[src/rtl/chain_tx_pkg.sv]
package chain_tx_pkg;
    localparam int WORD_W = 16;

    typedef enum logic [2:0] {
        ST_IDLE,
        ST_LEAD,
        ST_HIGH,
        ST_LOW,
        ST_RECOVER
    } tx_state_e;
endpackage

[src/rtl/chain_word_store.sv]
module chain_word_store #(
    parameter int N_WORDS = 3,
    parameter int WORD_W  = 16,
    parameter int IW      = 2
) (
    input  logic              clk,
    input  logic              rst_n,
    input  logic              push,
    input  logic [WORD_W-1:0] push_word,
    input  logic [IW-1:0]     rd_idx,
    output logic [WORD_W-1:0] rd_word,
    output logic              last_slot
);
    logic [IW-1:0]     fill_q;
    logic [WORD_W-1:0] slot_q [N_WORDS];

    assign last_slot = (fill_q == IW'(N_WORDS - 1));

    always_ff @(posedge clk or negedge rst_n) begin
        if (!rst_n) begin
            fill_q <= '0;
        end else if (push) begin
            fill_q <= last_slot ? '0 : fill_q + 1'b1;
        end
    end

    for (genvar g = 0; g < N_WORDS; g++) begin : g_slot
        always_ff @(posedge clk or negedge rst_n) begin
            if (!rst_n) begin
                slot_q[g] <= '0;
            end else if (push && (fill_q == IW'(g))) begin
                slot_q[g] <= push_word;
            end
        end
    end

    always_comb begin
        rd_word = '0;
        for (int i = 0; i < N_WORDS; i++) begin
            if (rd_idx == IW'(i)) begin
                rd_word = slot_q[i];
            end
        end
    end

    // the fill pointer never passes the last slot
    a_r1_fill_in_range: assert property (@(posedge clk) disable iff (!rst_n)
        fill_q <= IW'(N_WORDS - 1));
endmodule

[src/rtl/chain_phase_timer.sv]
module chain_phase_timer #(
    parameter int CW = 4
) (
    input  logic          clk,
    input  logic          rst_n,
    input  logic          clear,
    input  logic [CW-1:0] limit,
    output logic          done
);
    logic [CW-1:0] cnt_q;

    assign done = (CW'(cnt_q + 1'b1) == limit);

    always_ff @(posedge clk or negedge rst_n) begin
        if (!rst_n) begin
            cnt_q <= '0;
        end else if (clear) begin
            cnt_q <= '0;
        end else begin
            cnt_q <= cnt_q + 1'b1;
        end
    end
endmodule

[src/rtl/chain_frame_tx.sv]
module chain_frame_tx
    import chain_tx_pkg::*;
#(
    parameter int N_DEV    = 3,
    parameter int HALF_DIV = 13,
    parameter int LEAD_CYC = 8,
    parameter int HOLD_CYC = 10
) (
    input  logic              clk,
    input  logic              rst_n,
    input  logic              in_valid,
    output logic              in_ready,
    input  logic [WORD_W-1:0] in_word,
    output logic              sclk,
    output logic              shift_en_n,
    output logic              sdata,
    output logic              busy
);
    localparam int TOTAL_BITS = WORD_W * N_DEV;
    localparam int BW   = $clog2(TOTAL_BITS + 1);
    localparam int IW   = (N_DEV > 1) ? $clog2(N_DEV) : 1;
    localparam int SW   = $clog2(WORD_W);
    localparam int MAX1 = (HALF_DIV > LEAD_CYC) ? HALF_DIV : LEAD_CYC;
    localparam int MAXC = (MAX1 > HOLD_CYC) ? MAX1 : HOLD_CYC;
    localparam int CW   = $clog2(MAXC + 1);

    tx_state_e         state_q, state_d;
    logic              accept, last_slot, phase_done, phase_clear, drive_bit;
    logic [CW-1:0]     phase_limit;
    logic [BW-1:0]     bit_q;
    logic [IW-1:0]     word_idx;
    logic [SW-1:0]     bit_pos;
    logic [WORD_W-1:0] cur_word;

    assign accept = in_valid && in_ready;

    chain_word_store #(
        .N_WORDS (N_DEV),
        .WORD_W  (WORD_W),
        .IW      (IW)
    ) u_store (
        .clk       (clk),
        .rst_n     (rst_n),
        .push      (accept),
        .push_word (in_word),
        .rd_idx    (word_idx),
        .rd_word   (cur_word),
        .last_slot (last_slot)
    );

    chain_phase_timer #(
        .CW (CW)
    ) u_timer (
        .clk   (clk),
        .rst_n (rst_n),
        .clear (phase_clear),
        .limit (phase_limit),
        .done  (phase_done)
    );

    // Next-state logic
    always_comb begin
        state_d = state_q;
        unique case (state_q)
            ST_IDLE:    if (accept && last_slot) state_d = ST_LEAD;
            ST_LEAD:    if (phase_done) state_d = ST_HIGH;
            ST_HIGH:    if (phase_done) state_d = ST_LOW;
            ST_LOW:     if (phase_done)
                            state_d = (bit_q == BW'(TOTAL_BITS)) ? ST_RECOVER : ST_HIGH;
            ST_RECOVER: if (phase_done) state_d = ST_IDLE;
            default:    state_d = ST_IDLE;
        endcase
    end

    // State register
    always_ff @(posedge clk or negedge rst_n) begin
        if (!rst_n) begin
            state_q <= ST_IDLE;
        end else begin
            state_q <= state_d;
        end
    end

    // Bit position in the burst; advances as the clock falls
    always_ff @(posedge clk or negedge rst_n) begin
        if (!rst_n) begin
            bit_q <= '0;
        end else if (state_q == ST_IDLE) begin
            bit_q <= '0;
        end else if (state_q == ST_HIGH && phase_done) begin
            bit_q <= bit_q + 1'b1;
        end
    end

    // Phase length for the current state
    always_comb begin
        unique case (state_q)
            ST_LEAD:         phase_limit = CW'(LEAD_CYC);
            ST_HIGH, ST_LOW: phase_limit = CW'(HALF_DIV);
            ST_RECOVER:      phase_limit = CW'(HOLD_CYC);
            default:         phase_limit = CW'(1);
        endcase
    end

    assign phase_clear = (state_d != state_q) || (state_q == ST_IDLE);

    assign word_idx = IW'(bit_q / BW'(WORD_W));
    assign bit_pos  = SW'(WORD_W - 1) - SW'(bit_q % BW'(WORD_W));

    // Outputs
    always_comb begin
        sclk       = 1'b0;
        shift_en_n = 1'b1;
        busy       = 1'b1;
        in_ready   = 1'b0;
        drive_bit  = 1'b0;
        unique case (state_q)
            ST_IDLE: begin
                busy     = 1'b0;
                in_ready = 1'b1;
            end
            ST_LEAD: begin
                shift_en_n = 1'b0;
                drive_bit  = 1'b1;
            end
            ST_HIGH: begin
                shift_en_n = 1'b0;
                sclk       = 1'b1;
                drive_bit  = 1'b1;
            end
            ST_LOW: begin
                shift_en_n = 1'b0;
                drive_bit  = (bit_q != BW'(TOTAL_BITS));
            end
            ST_RECOVER: begin
                drive_bit = 1'b0;
            end
            default: begin
                busy = 1'b1;
            end
        endcase
        sdata = drive_bit & cur_word[bit_pos];
    end

    // Checker: length of each high phase of the serial clock
    logic [CW-1:0] hi_run_q;
    always_ff @(posedge clk or negedge rst_n) begin
        if (!rst_n) begin
            hi_run_q <= '0;
        end else begin
            hi_run_q <= sclk ? hi_run_q + 1'b1 : '0;
        end
    end

    a_r3_clock_inside_window: assert property (@(posedge clk) disable iff (!rst_n)
        sclk |-> !shift_en_n);

    a_r4_high_phase_len: assert property (@(posedge clk) disable iff (!rst_n)
        $fell(sclk) |-> (hi_run_q == CW'(HALF_DIV)));

    a_r6_data_steady_high: assert property (@(posedge clk) disable iff (!rst_n)
        sclk |-> $stable(sdata));

    a_r6_release_clock_low: assert property (@(posedge clk) disable iff (!rst_n)
        $rose(shift_en_n) |-> (!sclk && busy));

    a_r2_enable_before_clock: assert property (@(posedge clk) disable iff (!rst_n)
        $fell(shift_en_n) |-> !sclk);

    a_r7_no_ready_while_busy: assert property (@(posedge clk) disable iff (!rst_n)
        busy |-> !in_ready);
endmodule

[config.mk]
export PLATFORM = sky130hd
export DESIGN_NAME = chain_frame_tx
export DESIGN_NICKNAME = d
export VERILOG_FILES = /design/src/rtl/chain_tx_pkg.sv /design/src/rtl/chain_word_store.sv /design/src/rtl/chain_phase_timer.sv /design/src/rtl/chain_frame_tx.sv
export SDC_FILE = /design/constraint.sdc
export NUM_CORES = 1
export LEC_CHECK = 0
export CAP_MARGIN = 25
export CORE_ASPECT_RATIO = 0.7
export CORE_MARGIN = 4
export CORE_UTILIZATION = 40
export CTS_CLUSTER_SIZE = 24
export DETAILED_ROUTE_END_ITERATION = 7
export PLACE_DENSITY = 0.55
export SLEW_MARGIN = 10
export SYNTH_ARGS = -nofsm -noshare
export SYNTH_HDL_FRONTEND = slang
export SYNTH_HIERARCHICAL = 1
export SYNTH_SLANG_ARGS = --single-unit
[constraint.sdc]
create_clock -name clk -period 3.71 [get_ports clk]
set_input_delay 0.742 -clock clk [delete_from_list [all_inputs] [get_ports clk]]
set_output_delay 0.742 -clock clk [all_outputs]
set_load 0.02 [all_outputs]
==> results of run 1 <==
critical path, stage by stage, from the launching register on:
cell            delay (ns)
dfrtp_1               0.45
buf_4                 0.28
mux2i_1               0.12
o2bb2ai_1             0.17
mux2i_1               0.10
o32ai_1               0.25
a21oi_1               0.07
a311oi_1              0.37
dlymetal6s2s_1        0.28
worst min path at each step:
| stage | startpoint | endpoint | slack (ns) | cells past startpoint |
|---|---|---|---|---|
| 2_1_floorplan | rst_n | bit_q[0]$_DFFE_PN0P_ | 0.45 | 0 |
| 3_5_place_dp | u_store/slot_q[1]$_DFFE_PN0P_ | u_store/slot_q[1]$_DFFE_PN0P_ | 0.49 | 1 |
| 6_report | rst_n | u_store/slot_q[16]$_DFFE_PN0P_ | 0.36 | 1 |
| 4_1_cts | rst_n | u_store/slot_q[0]$_DFFE_PN0P_ | 0.38 | 1 |
| 5_1_grt | rst_n | u_store/slot_q[32]$_DFFE_PN0P_ | 0.40 | 1 |
| 3_3_place_gp | u_store/slot_q[17]$_DFFE_PN0P_ | u_store/slot_q[17]$_DFFE_PN0P_ | 0.49 | 1 |
logic make-up after synthesis:
| kind of cell | Yosys count | synth area share |
|---|---|---|
| flip-flops | 63 | 0.498 |
| XOR/XNOR | 12 | 0.0356 |
| AO/OA/AOI/OAI | 28 | 0.0700 |
| multiplexers | 71 | 0.253 |
| buffers and inverters | 24 | 0.0463 |
| AND/OR/NAND/NOR | 42 | 0.0847 |
| adder cells (fa/ha/maj) | 3 | 0.0119 |
state kept, by name (all words and copies together) (netlist names):
name	flops
bit_q	6
state_q	3
u_store/fill_q	2
u_store/slot_q	48
u_timer/cnt_q	4
synthesized netlist by cell type, types with 2 or more instances:
| library cell | number |
|---|---|
| nor2_1 | 12 |
| xnor2_1 | 3 |
| nand3b_2 | 2 |
| o2bb2ai_1 | 16 |
| nand4_1 | 3 |
| buf_2 | 8 |
| o21ai_0 | 3 |
| nand2b_1 | 3 |
| inv_1 | 7 |
| mux2_2 | 49 |
| nor3b_1 | 2 |
| nand2_1 | 4 |
| a21oi_1 | 3 |
| buf_6 | 6 |
| nand3b_1 | 3 |
| mux2i_1 | 20 |
| dfrtp_1 | 63 |
| ha_1 | 3 |
| clkbuf_1 | 2 |
| xor2_1 | 8 |
| and3_1 | 2 |
| nand3_1 | 2 |
| nor2b_1 | 2 |
repair_timing:
action                                  in CTS  in global routing
resized for setup                            0                  1
setup buffers                                0                  0
endpoints found under the setup margin       0                  1
stage by stage:
stage / setup WS [ns] / cells / area [sq um] / hold slack (ns) / utilization
final: 0.545 / 372 / 3770 / 0.364 / 0.504
after global routing: 0.376 / 372 / 3770 / 0.398 / 0.504
after CTS: 0.179 / 372 / 3770 / 0.376 / 0.504
after global placement: 0.546 / 356 / 3460 / 0.489 / 0.462
after floorplan: 0.827 / 243 / 3160 / 0.446 / -
after detailed placement: 0.532 / 356 / 3460 / 0.493 / 0.462
power by group through the flow:
stage / registers (W) / logic (W) / clock network [W]
2_1_floorplan: 0.000700 / 0.000000534 / 0
3_3_place_gp: 0.000700 / 0.0000404 / 0
3_5_place_dp: 0.000700 / 0.0000402 / 0
4_1_cts: 0.000687 / 0.0000404 / 0.000866
5_1_grt: 0.000687 / 0.0000439 / 0.000902
6_report: 0.000688 / 0.0000387 / 0.000848
cell type report:
type / instances / area, sq um
timing repair buffer: 32 / 295
inverter: 7 / 26.3
clock buffer: 10 / 239
sequential: 63 / 1580
tap: 98 / 123
fill: 675 / 3710
clock inverter: 6 / 70.1
multi-input combinational: 156 / 1440
metal layers:
| metal | GRT usage | share of wire | vias to the layer above |
|---|---|---|---|
| met4 | 0.0605 | 0.013 | 0 |
| met3 | 0.0430 | 0.039 | 6 |
| met5 | 0 | 0 | - |
| met2 | 0.207 | 0.40 | 29 |
| met1 | 0.219 | 0.55 | 996 |
| li1 | - | - | 939 |
==> impl_metrics.csv, run 1 <==
group,metric,value,unit
clock_network,cts_sinks,63,
setup_path,cp.arrival,2.42,ns
finish,final_common_cell,"dfrtp_1",
synth,ys_async_sr_fraction,1.00,
setup_path,crit_path_start,"bit_q[4]$_DFFE_PN0P_",
finish,drive_above_1_share,0.307,
die,initial_core_util,0.423,
synth,ys_ff_latch,63,
setup_path,r2r.worst_path.cells,11,
setup_path,r2r_slack,1.34,ns
setup_path,critPathCapture,"sdata",
detailed_routing,drtPass1Iterations,4,
die,fp-row-count,26,
detailed_routing,drt_iter0_drc,115,
power,p_comb_frac,0.025,
power,internal_power,0.00125,W
timing,worst_slew_pin_slew,0.558,ns
job,drv_cap,0,
setup_path,worst_r2r_endpoint,"bit_q[4]$_DFFE_PN0P_",
global_routing,grtUsageTotal,0.150,
setup_path,criticalPathCategory,"flop to output port",
global_routing,globalRoute.totalOverflow,0,
synth,synth.area.top_cells,"dfrtp_1, mux2_2, mux2i_1",
run_status,outcome,"finished, final reports clean",
detailed_routing,dr_total_vias,1970,
clock_network,cts_root_buf,"clkbuf_16",
detailed_routing,routed_wirelength,6210,um
die,dieArea,9420,sq um
finish,area_growth,19.2,%
power,power,0.00157,W
synth,yosys.area.top_type,"dfrtp_1",
clock_network,hold_buffers,0,
clock_network,clock_latency,0.33,ns
global_routing,grt_max_degree,28,
finish,diodes,0,
power,pwr-share-clk,0.539,
die,dieHeight,82.4,um
clock_network,cts_tree,"built",
finish,fin_nets,291,
clock_network,clockBufferDepth,2,
timing,finalCritPeriodShare,0.853,
hold_path,holdCritPathClass,"primary input to asynchronous set/reset pin",
timing,clock.fmax,316,MHz
finish,layout_common_cells,"dfrtp_1, mux2_2, clkdlybuf4s50_1",
timing,setup_viol,0,
setup_path,start_kind,"flop",
synth,synthesis.area,3160,sq um
synth,synthFlopType,"dfrtp_1",
power,power.switching,0.000329,W
clock_network,ctsHtreeMaxLevel,3,
synth,synth_edf_count,0,
timing,tns,0,ns
synth,synth_nets,265,
detailed_routing,ant_nets,0,
clock_network,clkTransAtPathRegs,0.06,ns
timing,fin_crit,3.16,ns
die,die_w,114,um
timing,fin_skew,0.00641,ns
detailed_routing,drc,0,
placement,port_buffers,23,
synth,synth.distinct_cells,40,
power,pwr-share-seq,0.437,
global_routing,grt_pass1_wl,10600,um
global_routing,grt_pass1_vias,1977,
timing,finalMaxSlewViolations,0,
synth,synth_seq_area_share,0.498,
synth,synth_top_area_share,0.498,
setup_path,cp-end-kind,"output port",
placement,hpwl,4300,um
timing,slew_headroom,0.626,
power,p_per_area,418,nW/um^2
timing,grt_setup_unrepaired,"false",
setup_path,crit_required,2.97,ns
power,switching_share,0.209,
synth,yosysWarningCount,6,
detailed_routing,vias_per_cell,5.30,
clock_network,numCtsBuffers,9,
synth,netlist_instances,243,
die,ios,24,
setup_path,crit_fanout,10,
synth,syn_area_per_cell,13.0,sq um
power,p_leak,1.72,nW
detailed_routing,wl_per_cell,16.7,um
placement,routabilityCongestion,0.756,
power,ir_worst_vdd,0.182,mV
setup_path,r2r_start,"state_q[0]$_DFF_PN0_",
timing,hold_viol,0,
global_routing,antenna_found_initial,0,
die,core,7480,sq um
No activity file was read; power rests on OpenSTA's default activity.
==> run 2: changes to the inputs <==
CTS_CLUSTER_SIZE = unset   (was 24)
TNS_END_PERCENT = 30   (was unset)
==> results of run 2 <==
No change in the layout: final DEF, timing and power equal those of run 1.
==> run 3: changes to the inputs <==
ABC_AREA = 1   (was unset)
==> impl_metrics.csv, run 3 <==
group,metric,value,unit
detailed_routing,ant_nets,0,
synth,synth_top_area_share,0.452,
run_status,outcome,"finished, final reports clean",
global_routing,grt_max_degree,51,
power,power.switching,0.000346,W
detailed_routing,drt_iter0_drc,269,
power,switching_share,0.228,
synth,synth.area.top_cells,"dfrtp_1, nand2_1, nand3_1",
global_routing,grt_pass1_vias,3069,
setup_path,crit_required,2.97,ns
clock_network,post-cts-setup-buffers,0,
clock_network,clkTransAtPathRegs,0.05,ns
die,die_w,120,um
placement,routabilityCongestion,0.846,
clock_network,cts_tree,"built",
die,dieArea,10300,sq um
synth,synth_seq_area_share,0.452,
power,pwr-share-clk,0.503,
timing,worst_slew_pin_slew,0.956,ns
finish,largest_register_ffs,48,
synth,yosys.area.top_type,"dfrtp_1",
clock_network,ctsHtreeMaxLevel,3,
clock_network,hold_buffers,0,
finish,drive_above_1_share,0.0785,
synth,ys_async_sr_fraction,1.00,
placement,hpwl,6370,um
die,ios,24,
synth,synth.most_common_cell,"nand2_1",
finish,area_growth,14.7,%
setup_path,crit_fanout,16,
global_routing,antenna_found_initial,0,
setup_path,start_kind,"flop",
timing,setup_viol,0,
detailed_routing,wl_per_cell,15.9,um
global_routing,globalRoute.totalOverflow,0,
synth,synth.distinct_cells,24,
synth,synthFlopType,"dfrtp_1",
timing,finalMaxSlewViolations,0,
synth,yosys-top-cells-count,"nand2_1, nand3_1, dfrtp_1",
power,internal_power,0.00117,W
clock_network,cts_resized,0,
synth,synth_nets,488,
clock_network,clockBufferDepth,2,
timing,finalCritPeriodShare,0.917,
global_routing,grt_pass1_wl,16500,um
power,p_per_area,379,nW/um^2
power,p_comb_frac,0.038,
setup_path,r2r_slack,1.07,ns
setup_path,cp-end-kind,"output port",
clock_network,clock_latency,0.34,ns
job,drv_cap,0,
finish,fin_nets,502,
finish,reg_top3,"u_store/slot_q: 48 flops, bit_q: 6 flops, u_timer/cnt_q: 4 flops",
setup_path,cp.arrival,2.66,ns
global_routing,grtUsageTotal,0.206,
setup_path,r2r.worst_path.cells,18,
die,fp-row-count,28,
placement,port_buffers,23,
detailed_routing,dr_total_vias,3142,
clock_network,cts_root_buf,"clkbuf_16",
die,core,8480,sq um
detailed_routing,drc,0,
finish,final_common_cell,"nand2_1",
synth,syn_area_per_cell,7.48,sq um
finish,largest_register,"u_store/slot_q",
clock_network,cts_sinks,63,
finish,diodes,0,
timing,fin_crit,3.40,ns
timing,fin_skew,0.00335,ns
setup_path,criticalPathCategory,"flop to output port",
die,dieHeight,86.1,um
finish,layout_common_cells,"nand2_1, nand3_1, dfrtp_1",
timing,slew_headroom,0.363,
synth,synthesis.area,3480,sq um
synth,ys_ff_latch,63,
synth,synth_edf_count,0,
synth,yosysWarningCount,6,
power,pwr-share-seq,0.459,
die,initial_core_util,0.411,
detailed_routing,drtPass1Iterations,6,
clock_network,numCtsBuffers,9,
placement,dpl.cell_count,589,
timing,clock.fmax,294,MHz
power,ir_worst_vdd,0.213,mV
detailed_routing,vias_per_cell,5.20,
finish,fin_cells,604,
timing,grt_setup_unrepaired,"false",
placement,preCtsSetupSlack,0.690,ns
synth,netlist_instances,466,
setup_path,r2r_start,"state_q[0]$_DFF_PN0_",
timing,hold_viol,0,
power,p_leak,2.04,nW
setup_path,worst_r2r_endpoint,"u_timer/cnt_q[0]$_DFF_PN0_",
hold_path,holdCritPathClass,"primary input to asynchronous set/reset pin",
timing,tns,0,ns
timing,timing.final.ws_setup,0.308,ns
detailed_routing,routed_wirelength,9630,um
## run 3: changes by cell type after synthesis, moves of 4 or more
cell       change
nand3_1       +86
nand4_1       +33
buf_2          +4
mux2i_1       -20
xor2_1         -8
o2bb2ai_1     -16
inv_2          +5
inv_1         +19
mux2_2        -49
o21ai_0        +4
buf_4          +5
nand2_1      +172
## run 3: layer usage
layer  part of all wire  global-route usage
met1               0.53               0.312
met2               0.41               0.286
met3              0.055              0.0633
met4             0.0084              0.0478
met5                  0                   0
## run 3: how the worst max path moves through the flow
| stage | from | to | slack (ns) |
|---|---|---|---|
| 2_1_floorplan | bit_q[4]$_DFFE_PN0P_ | sdata | 1.39 |
| 3_3_place_gp | bit_q[4]$_DFFE_PN0P_ | sdata | 0.73 |
| 3_5_place_dp | bit_q[4]$_DFFE_PN0P_ | sdata | 0.69 |
| 4_1_cts | bit_q[4]$_DFFE_PN0P_ | sdata | 0.33 |
| 5_1_grt | bit_q[4]$_DFFE_PN0P_ | sdata | 0.02 |
| 6_report | bit_q[4]$_DFFE_PN0P_ | sdata | 0.31 |
## run 3: stage by stage
stage	total power, W	hold slack [ns]	instance area [sq um]	util
finish	0.00152	0.416	4000	0.472
global route	0.00158	0.466	4000	0.472
CTS	0.00154	0.433	4000	0.472
detailed placement	0.000766	0.460	3730	0.440
global placement	0.000766	0.459	3730	0.440
floorplan	0.000721	0.442	3480	-
## run 3: area by class of cell
class                   instances  area [sq um]
clock buffers                  11           243
repair buffers                 28           263
clock inverters                 4          22.5
flip-flops and latches         63          1580
multi-input cells             345          1610
fillers                       862          4480
inverters                      33           129
well taps                     120           150
## run 3: logic make-up (layout without fill, tap and decap cells)
| logic type | Yosys count | after routing | share of synthesized area |
|---|---|---|---|
| DFF | 63 | 63 | 0.452 |
| AOI/OAI and AO/OA | 14 | 14 | 0.0201 |
| and+or+nand+nor | 328 | 328 | 0.430 |
| adders and majority gates | 3 | 3 | 0.0108 |
| buffers and inverters | 58 | 76 | 0.0865 |
## run 3: worst max-delay path, stage by stage, from the launching register on
cell             delay [ns]
dfrtp_1                0.52
inv_1                  0.44
nand3_1                0.14
nand3_1                0.13
nand2_1                0.06
nand3_1                0.07
nand2_1                0.06
nand2_1                0.05
nand3_1                0.09
nor2_1                 0.13
clkdlybuf4s50_1        0.62
## run 3: power groups by stage
| stage | combinational (W) | sequential, W | clock, W |
|---|---|---|---|
| global route | 0.0000633 | 0.000696 | 0.000821 |
| floorplan | 0.0000197 | 0.000702 | 0 |
| detailed placement | 0.0000583 | 0.000708 | 0 |
| global placement | 0.0000581 | 0.000708 | 0 |
| finish | 0.0000571 | 0.000696 | 0.000764 |
| CTS | 0.0000584 | 0.000696 | 0.000783 |
